$ cat config.mk
export PLATFORM = sky130hd
export DESIGN_NAME = pic_vec_ctrl
export DESIGN_NICKNAME = d
export VERILOG_FILES = /design/src/rtl/pic_pkg.sv /design/src/rtl/pic_fall_detect.sv /design/src/rtl/pic_ctrl_reg.sv /design/src/rtl/pic_dispatch.sv /design/src/rtl/pic_vec_ctrl.sv
export SDC_FILE = /design/constraint.sdc
export NUM_CORES = 1
export LEC_CHECK = 0
export ABC_CLOCK_PERIOD_IN_PS = 1500
export BUFFER_PORTS_ARGS = -buffer_cell sky130_fd_sc_hd__buf_4
export CORE_ASPECT_RATIO = 0.6
export CORE_UTILIZATION = 30
export DETAILED_ROUTE_END_ITERATION = 6
export GPL_TIMING_DRIVEN = 0
export PLACE_DENSITY_LB_ADDON = 0.2
export SYNTH_ARGS = -nofsm -noshare
export SYNTH_HDL_FRONTEND = slang
export SYNTH_SLANG_ARGS = --single-unit
$ cat constraint.sdc
create_clock -name clk -period 1.5 [get_ports clk]
set_input_delay 0.15 -clock clk [delete_from_list [all_inputs] [get_ports clk]]
set_output_delay 0.15 -clock clk [all_outputs]
set_load 0.05 [all_outputs]
$ cat src/rtl/pic_pkg.sv
package pic_pkg;
  localparam int NSRC    = 3;
  localparam int REG_W   = 8;
  localparam int VEC_W   = 8;
  localparam int GIE_BIT = 0;
  localparam int EN_LSB  = 1;
  localparam int FLG_LSB = EN_LSB + NSRC;
  localparam int IDX_W   = $clog2(NSRC);

  typedef enum logic [IDX_W-1:0] {
    SRC_EXT = 2'd0,
    SRC_TMR = 2'd1,
    SRC_ADC = 2'd2
  } src_e;

  function automatic logic [VEC_W-1:0] vec_of(input logic [IDX_W-1:0] idx);
    logic [VEC_W-1:0] v;
    v = VEC_W'(idx) + VEC_W'(1);
    return v << 2;
  endfunction
endpackage

$ cat src/rtl/pic_fall_detect.sv
module pic_fall_detect #(
  parameter int STAGES = 2
) (
  input  logic clk,
  input  logic rst_n,
  input  logic pin_i,
  output logic fall_o
);
  logic [STAGES:0] sr_q;
  logic [STAGES:0] sr_d;

  always_comb begin
    sr_d = {sr_q[STAGES-1:0], pin_i};
  end

  always_ff @(posedge clk or negedge rst_n) begin
    if (!rst_n) sr_q <= '1;
    else        sr_q <= sr_d;
  end

  assign fall_o = sr_q[STAGES] & ~sr_q[STAGES-1];
endmodule

$ cat src/rtl/pic_ctrl_reg.sv
module pic_ctrl_reg
  import pic_pkg::*;
(
  input  logic             clk,
  input  logic             rst_n,
  input  logic             wr_i,
  input  logic [REG_W-1:0] wdata_i,
  input  logic [NSRC-1:0]  hw_set_i,
  input  logic [NSRC-1:0]  svc_clr_i,
  input  logic             gie_clr_i,
  output logic             gie_o,
  output logic [NSRC-1:0]  en_o,
  output logic [NSRC-1:0]  flag_o,
  output logic [REG_W-1:0] rdata_o
);
  logic            gie_q, gie_d;
  logic [NSRC-1:0] en_q, en_d;
  logic [NSRC-1:0] flag_q, flag_d;

  always_comb begin
    gie_d = gie_q;
    if (gie_clr_i)  gie_d = 1'b0;
    else if (wr_i)  gie_d = wdata_i[GIE_BIT];
  end

  always_comb begin
    en_d = en_q;
    if (wr_i) en_d = wdata_i[EN_LSB +: NSRC];
  end

  generate
    for (genvar i = 0; i < NSRC; i++) begin : g_flag
      always_comb begin
        flag_d[i] = flag_q[i];
        if (svc_clr_i[i])     flag_d[i] = 1'b0;
        if (wr_i)             flag_d[i] = wdata_i[FLG_LSB + i];
        if (hw_set_i[i])      flag_d[i] = 1'b1;
      end
    end
  endgenerate

  always_ff @(posedge clk or negedge rst_n) begin
    if (!rst_n) begin
      gie_q  <= 1'b0;
      en_q   <= '0;
      flag_q <= '0;
    end else begin
      gie_q  <= gie_d;
      en_q   <= en_d;
      flag_q <= flag_d;
    end
  end

  always_comb begin
    rdata_o                   = '0;
    rdata_o[GIE_BIT]          = gie_q;
    rdata_o[EN_LSB +: NSRC]   = en_q;
    rdata_o[FLG_LSB +: NSRC]  = flag_q;
  end

  assign gie_o  = gie_q;
  assign en_o   = en_q;
  assign flag_o = flag_q;
endmodule

$ cat src/rtl/pic_dispatch.sv
module pic_dispatch
  import pic_pkg::*;
(
  input  logic             clk,
  input  logic             rst_n,
  input  logic             phase_stb_i,
  input  logic             stack_full_i,
  input  logic [NSRC-1:0]  pending_i,
  input  logic             ack_i,
  output logic             call_req_o,
  output logic [VEC_W-1:0] call_vec_o,
  output logic [NSRC-1:0]  svc_clr_o,
  output logic             gie_clr_o
);
  logic             req_q, req_d;
  logic [IDX_W-1:0] src_q, src_d;
  logic [IDX_W-1:0] win_idx;
  logic             take;

  always_comb begin
    win_idx = '0;
    for (int i = NSRC - 1; i >= 0; i--) begin
      if (pending_i[i]) win_idx = IDX_W'(i);
    end
  end

  assign take = phase_stb_i && !stack_full_i && (|pending_i) && !req_q;

  always_comb begin
    req_d = req_q;
    src_d = src_q;
    if (req_q && ack_i) begin
      req_d = 1'b0;
    end else if (take) begin
      req_d = 1'b1;
      src_d = win_idx;
    end
  end

  always_ff @(posedge clk or negedge rst_n) begin
    if (!rst_n) begin
      req_q <= 1'b0;
      src_q <= '0;
    end else begin
      req_q <= req_d;
      src_q <= src_d;
    end
  end

  always_comb begin
    svc_clr_o = '0;
    if (req_q && ack_i) svc_clr_o[src_q] = 1'b1;
  end

  assign gie_clr_o  = req_q && ack_i;
  assign call_req_o = req_q;
  assign call_vec_o = req_q ? vec_of(src_q) : '0;
endmodule

$ cat src/rtl/pic_vec_ctrl.sv
module pic_vec_ctrl
  import pic_pkg::*;
(
  input  logic             clk,
  input  logic             rst_n,
  input  logic             phase_stb,
  input  logic             ext_pin,
  input  logic             ext_dir_in,
  input  logic             tmr_ovf,
  input  logic             adc_done,
  input  logic             stack_full,
  input  logic             reg_wr,
  input  logic [REG_W-1:0] reg_wdata,
  output logic [REG_W-1:0] reg_rdata,
  output logic             call_req,
  output logic [VEC_W-1:0] call_vec,
  input  logic             call_ack
);
  logic            ext_fall;
  logic            gie;
  logic [NSRC-1:0] en, flag, hw_set, pending, svc_clr;
  logic            gie_clr;

  pic_fall_detect #(.STAGES(2)) u_fall (
    .clk    (clk),
    .rst_n  (rst_n),
    .pin_i  (ext_pin),
    .fall_o (ext_fall)
  );

  always_comb begin
    hw_set          = '0;
    hw_set[SRC_EXT] = ext_fall && en[SRC_EXT] && ext_dir_in;
    hw_set[SRC_TMR] = tmr_ovf;
    hw_set[SRC_ADC] = adc_done;
  end

  pic_ctrl_reg u_reg (
    .clk       (clk),
    .rst_n     (rst_n),
    .wr_i      (reg_wr),
    .wdata_i   (reg_wdata),
    .hw_set_i  (hw_set),
    .svc_clr_i (svc_clr),
    .gie_clr_i (gie_clr),
    .gie_o     (gie),
    .en_o      (en),
    .flag_o    (flag),
    .rdata_o   (reg_rdata)
  );

  assign pending = {NSRC{gie}} & en & flag;

  pic_dispatch u_disp (
    .clk          (clk),
    .rst_n        (rst_n),
    .phase_stb_i  (phase_stb),
    .stack_full_i (stack_full),
    .pending_i    (pending),
    .ack_i        (call_ack),
    .call_req_o   (call_req),
    .call_vec_o   (call_vec),
    .svc_clr_o    (svc_clr),
    .gie_clr_o    (gie_clr)
  );
endmodule

==> impl_metrics.env <==
export IMPL_status="finished clean"
export IMPL_dr_total_vias=547
export IMPL_powerDensity_nw_per_um2=1210
export IMPL_viasPerCell=4.27
export IMPL_synth_top_cell_area_share=0.375
export IMPL_synth_area_um2=667
export IMPL_hold_viol=0
export IMPL_cts_buffer_depth=2
export IMPL_io_buffers=26
export IMPL_dr_first_iter_drc_count=28
export IMPL_routed_wl_um=1490
export IMPL_ios=35
export IMPL_overflow=0
export IMPL_synth_flop_cell="dfrtp_1"
export IMPL_netlist_instances=62
export IMPL_hold_path_class="in -> reg"
export IMPL_tns_ns=0
export IMPL_start_kind="flip-flop"
export IMPL_die_w_um=62.9
export IMPL_die_h_um=38.5
export IMPL_design_die_area_um2=2420
export IMPL_synth_top_cell_by_area="dfrtp_1"
export IMPL_clock_latency_ns=0.24
export IMPL_fin_crit_sh=0.960
export IMPL_ir_drop_mv=0.652
export IMPL_grt_pass1_wl_um=2440
export IMPL_cts_tree="yes"
export IMPL_nets=123
export IMPL_grt_pass1_vias=497
export IMPL_worst_setup_path_type="reg -> out"
export IMPL_routedWlPerCell_um=11.6
export IMPL_cts_sinks=13
export IMPL_final_util=0.504
export IMPL_numPlacedInstances=121
export IMPL_async_flop_share=1.00
export IMPL_cts_buffers=3
export IMPL_crit_arrival_ns=1.29
export IMPL_antenna_cells=0
export IMPL_final_max_slew_viol_count=0
export IMPL_ys_seq_elements=13
export IMPL_drive_above_1_share=0.480
export IMPL_cts_root_buf="clkbuf_8"
export IMPL_syn2layout_area_growth_pct=48.8
export IMPL_drcViolationCount=0
export IMPL_htree_levels=1
export IMPL_ys_seq_area_frac=0.493
export IMPL_ant_nets=0
export IMPL_critPathMaxFanout=4
export IMPL_grt_usage=0.143
export IMPL_synth_distinct_cells=23
export IMPL_firstDrtPassIters=2
export IMPL_core_um2=1970
export IMPL_r2r_cells=3
export IMPL_grt_max_degree=14
export IMPL_start_util=0.339
export IMPL_min_delay_path_depth=1
export IMPL_critPathCaptureType="primary output"
export IMPL_fmax_mhz=694
export IMPL_yosysWarnings=0
export IMPL_clock_skew_ns=0.00219
export IMPL_fin_cells=128
export IMPL_cp_required_ns=1.35
export IMPL_cap_violations=0
export IMPL_synth_area_top_cells="dfrtp_1, dfstp_2, buf_4, ha_1, mux2_2"
export IMPL_rows=12
export IMPL_power_leakage_nw=0.503
export IMPL_gp_congestion=0.761
export IMPL_fin_crit_ns=1.44
export IMPL_antenna_found_initial=0
export IMPL_rsz0062_at_grt="false"
export IMPL_syn_avg_cell_area_um2=10.8
export IMPL_setup_viol_count_final=0
export IMPL_clkTransAtPathRegs_ns=0.05
export IMPL_synth_edff_count=0
export IMPL_hpwlAfterDp_um=1190
-- cells by family (layout without fill, tap and decap cells) --
family,Yosys count,after routing,share of synthesized area
other,1,6,0.00562
flip-flops,13,13,0.493
adder cells (fa/ha/maj),4,4,0.0750
multiplexers,4,4,0.0657
AO/OA/AOI/OAI,15,15,0.126
AND/OR/NAND/NOR,14,14,0.131
buffers and inverters,11,44,0.103
-- stage by stage --
| stage | cell area (µm²) | setup slack [ns] | power [mW] | hold slack (ns) |
|---|---|---|---|---|
| 6_report | 992 | 0.0594 | 1.20 | 0.0181 |
| 3_3_place_gp | 918 | 0.195 | 0.850 | 0.00279 |
| 2_1_floorplan | 688 | 0.0724 | 0.730 | -0.146 |
| 5_1_grt | 992 | 0.00153 | 1.27 | 0.00702 |
| 3_5_place_dp | 918 | 0.204 | 0.857 | 0.00162 |
| 4_1_cts | 981 | 0.0117 | 1.19 | 0.0112 |
-- final timing paths --
path | from | end | slack [ns]
worst max register to register | u_disp.call_req_o | u_disp.src_q[0] | 0.36
worst min-delay path | ext_pin | u_fall.sr_q[0] | 0.02
max in group asynchronous | rst_n | u_fall.sr_q[1] | 0.97
worst min register to register | u_fall.sr_q[0] | u_fall.sr_q[1] | 0.36
min in group asynchronous | rst_n | u_reg.flag_o[1] | 0.30
worst max-delay path | u_disp.src_q[0] | call_vec[4] | 0.06
-- per-layer routing --
layer | up-vias | GRT usage | share of wire
met3 | 0 | 0.0685 | 0.085
li1 | 281 | - | -
met2 | 25 | 0.204 | 0.40
met1 | 241 | 0.191 | 0.52
met4 | 0 | 0.0349 | 0
met5 | - | 0 | 0
-- cell type report --
cell class	count	area, µm²
plain buffers	8	57.6
clock buffers	4	45.0
multi-input cells	43	290
inverters	3	11.3
fillers	197	975
repair buffers	29	224
flip-flops and latches	13	329
well taps	28	35.0
-- where the power goes --
part	switching, mW	leakage [nW]	internal [mW]
Combinational	0.266	0.331	0.178
Clock	0.118	0.0228	0.187
Sequential	0.0460	0.149	0.403
Total	0.430	0.503	0.768
-- state kept, by name (all words and copies together), names as in the netlist --
signal,flops
u_reg.en_o,3
u_disp.call_req_o,1
u_reg.gie_o,1
u_fall.sr_q,3
u_reg.flag_o,3
u_disp.src_q,2
-- synth_stat cells, drive strengths merged, types with 2 or more instances --
library cell / count
nand2: 4
inv: 3
ha: 4
dfstp: 3
buf: 8
a21oi: 6
o21ai: 5
and2: 2
dfrtp: 10
nand3: 4
mux2: 3
-- layout by cell type, fill, tap and decap left out --
cell type      Yosys  routed
a21oi_1            6       6
a22o_1             1       1
a22oi_1            1       1
a31oi_1            1       1
and2_2             2       2
and4b_1            1       1
and4bb_1           1       1
buf_2              1       1
buf_4              7      34
buf_6              0       1
clkbuf_1           0       1
clkbuf_8           0       3
conb_1             1       6
dfrtp_1           10      10
dfstp_2            3       3
dlygate4sd3_1      0       1
ha_1               4       4
inv_1              3       3
mux2_2             3       3
mux2i_1            1       1
nand2_1            4       4
nand3_1            4       4
nand4bb_1          1       1
nor2_2             0       1
o21ai_0            3       3
o21ai_1            2       2
o22ai_1            1       1
-- critical path, cell delays in order (launching register included) --
cell	delay, ns
dfrtp_1	0.38
buf_4	0.15
ha_1	0.18
and2_2	0.16
buf_4	0.18
-- timing repair --
action	CTS	global route
resized for setup	0	1
endpoints found under the setup margin	1	1
hold buffers	1	0
hold endpoints to repair	13	0
buffers inserted	1	1
No activity file was read; power rests on OpenSTA's default activity.
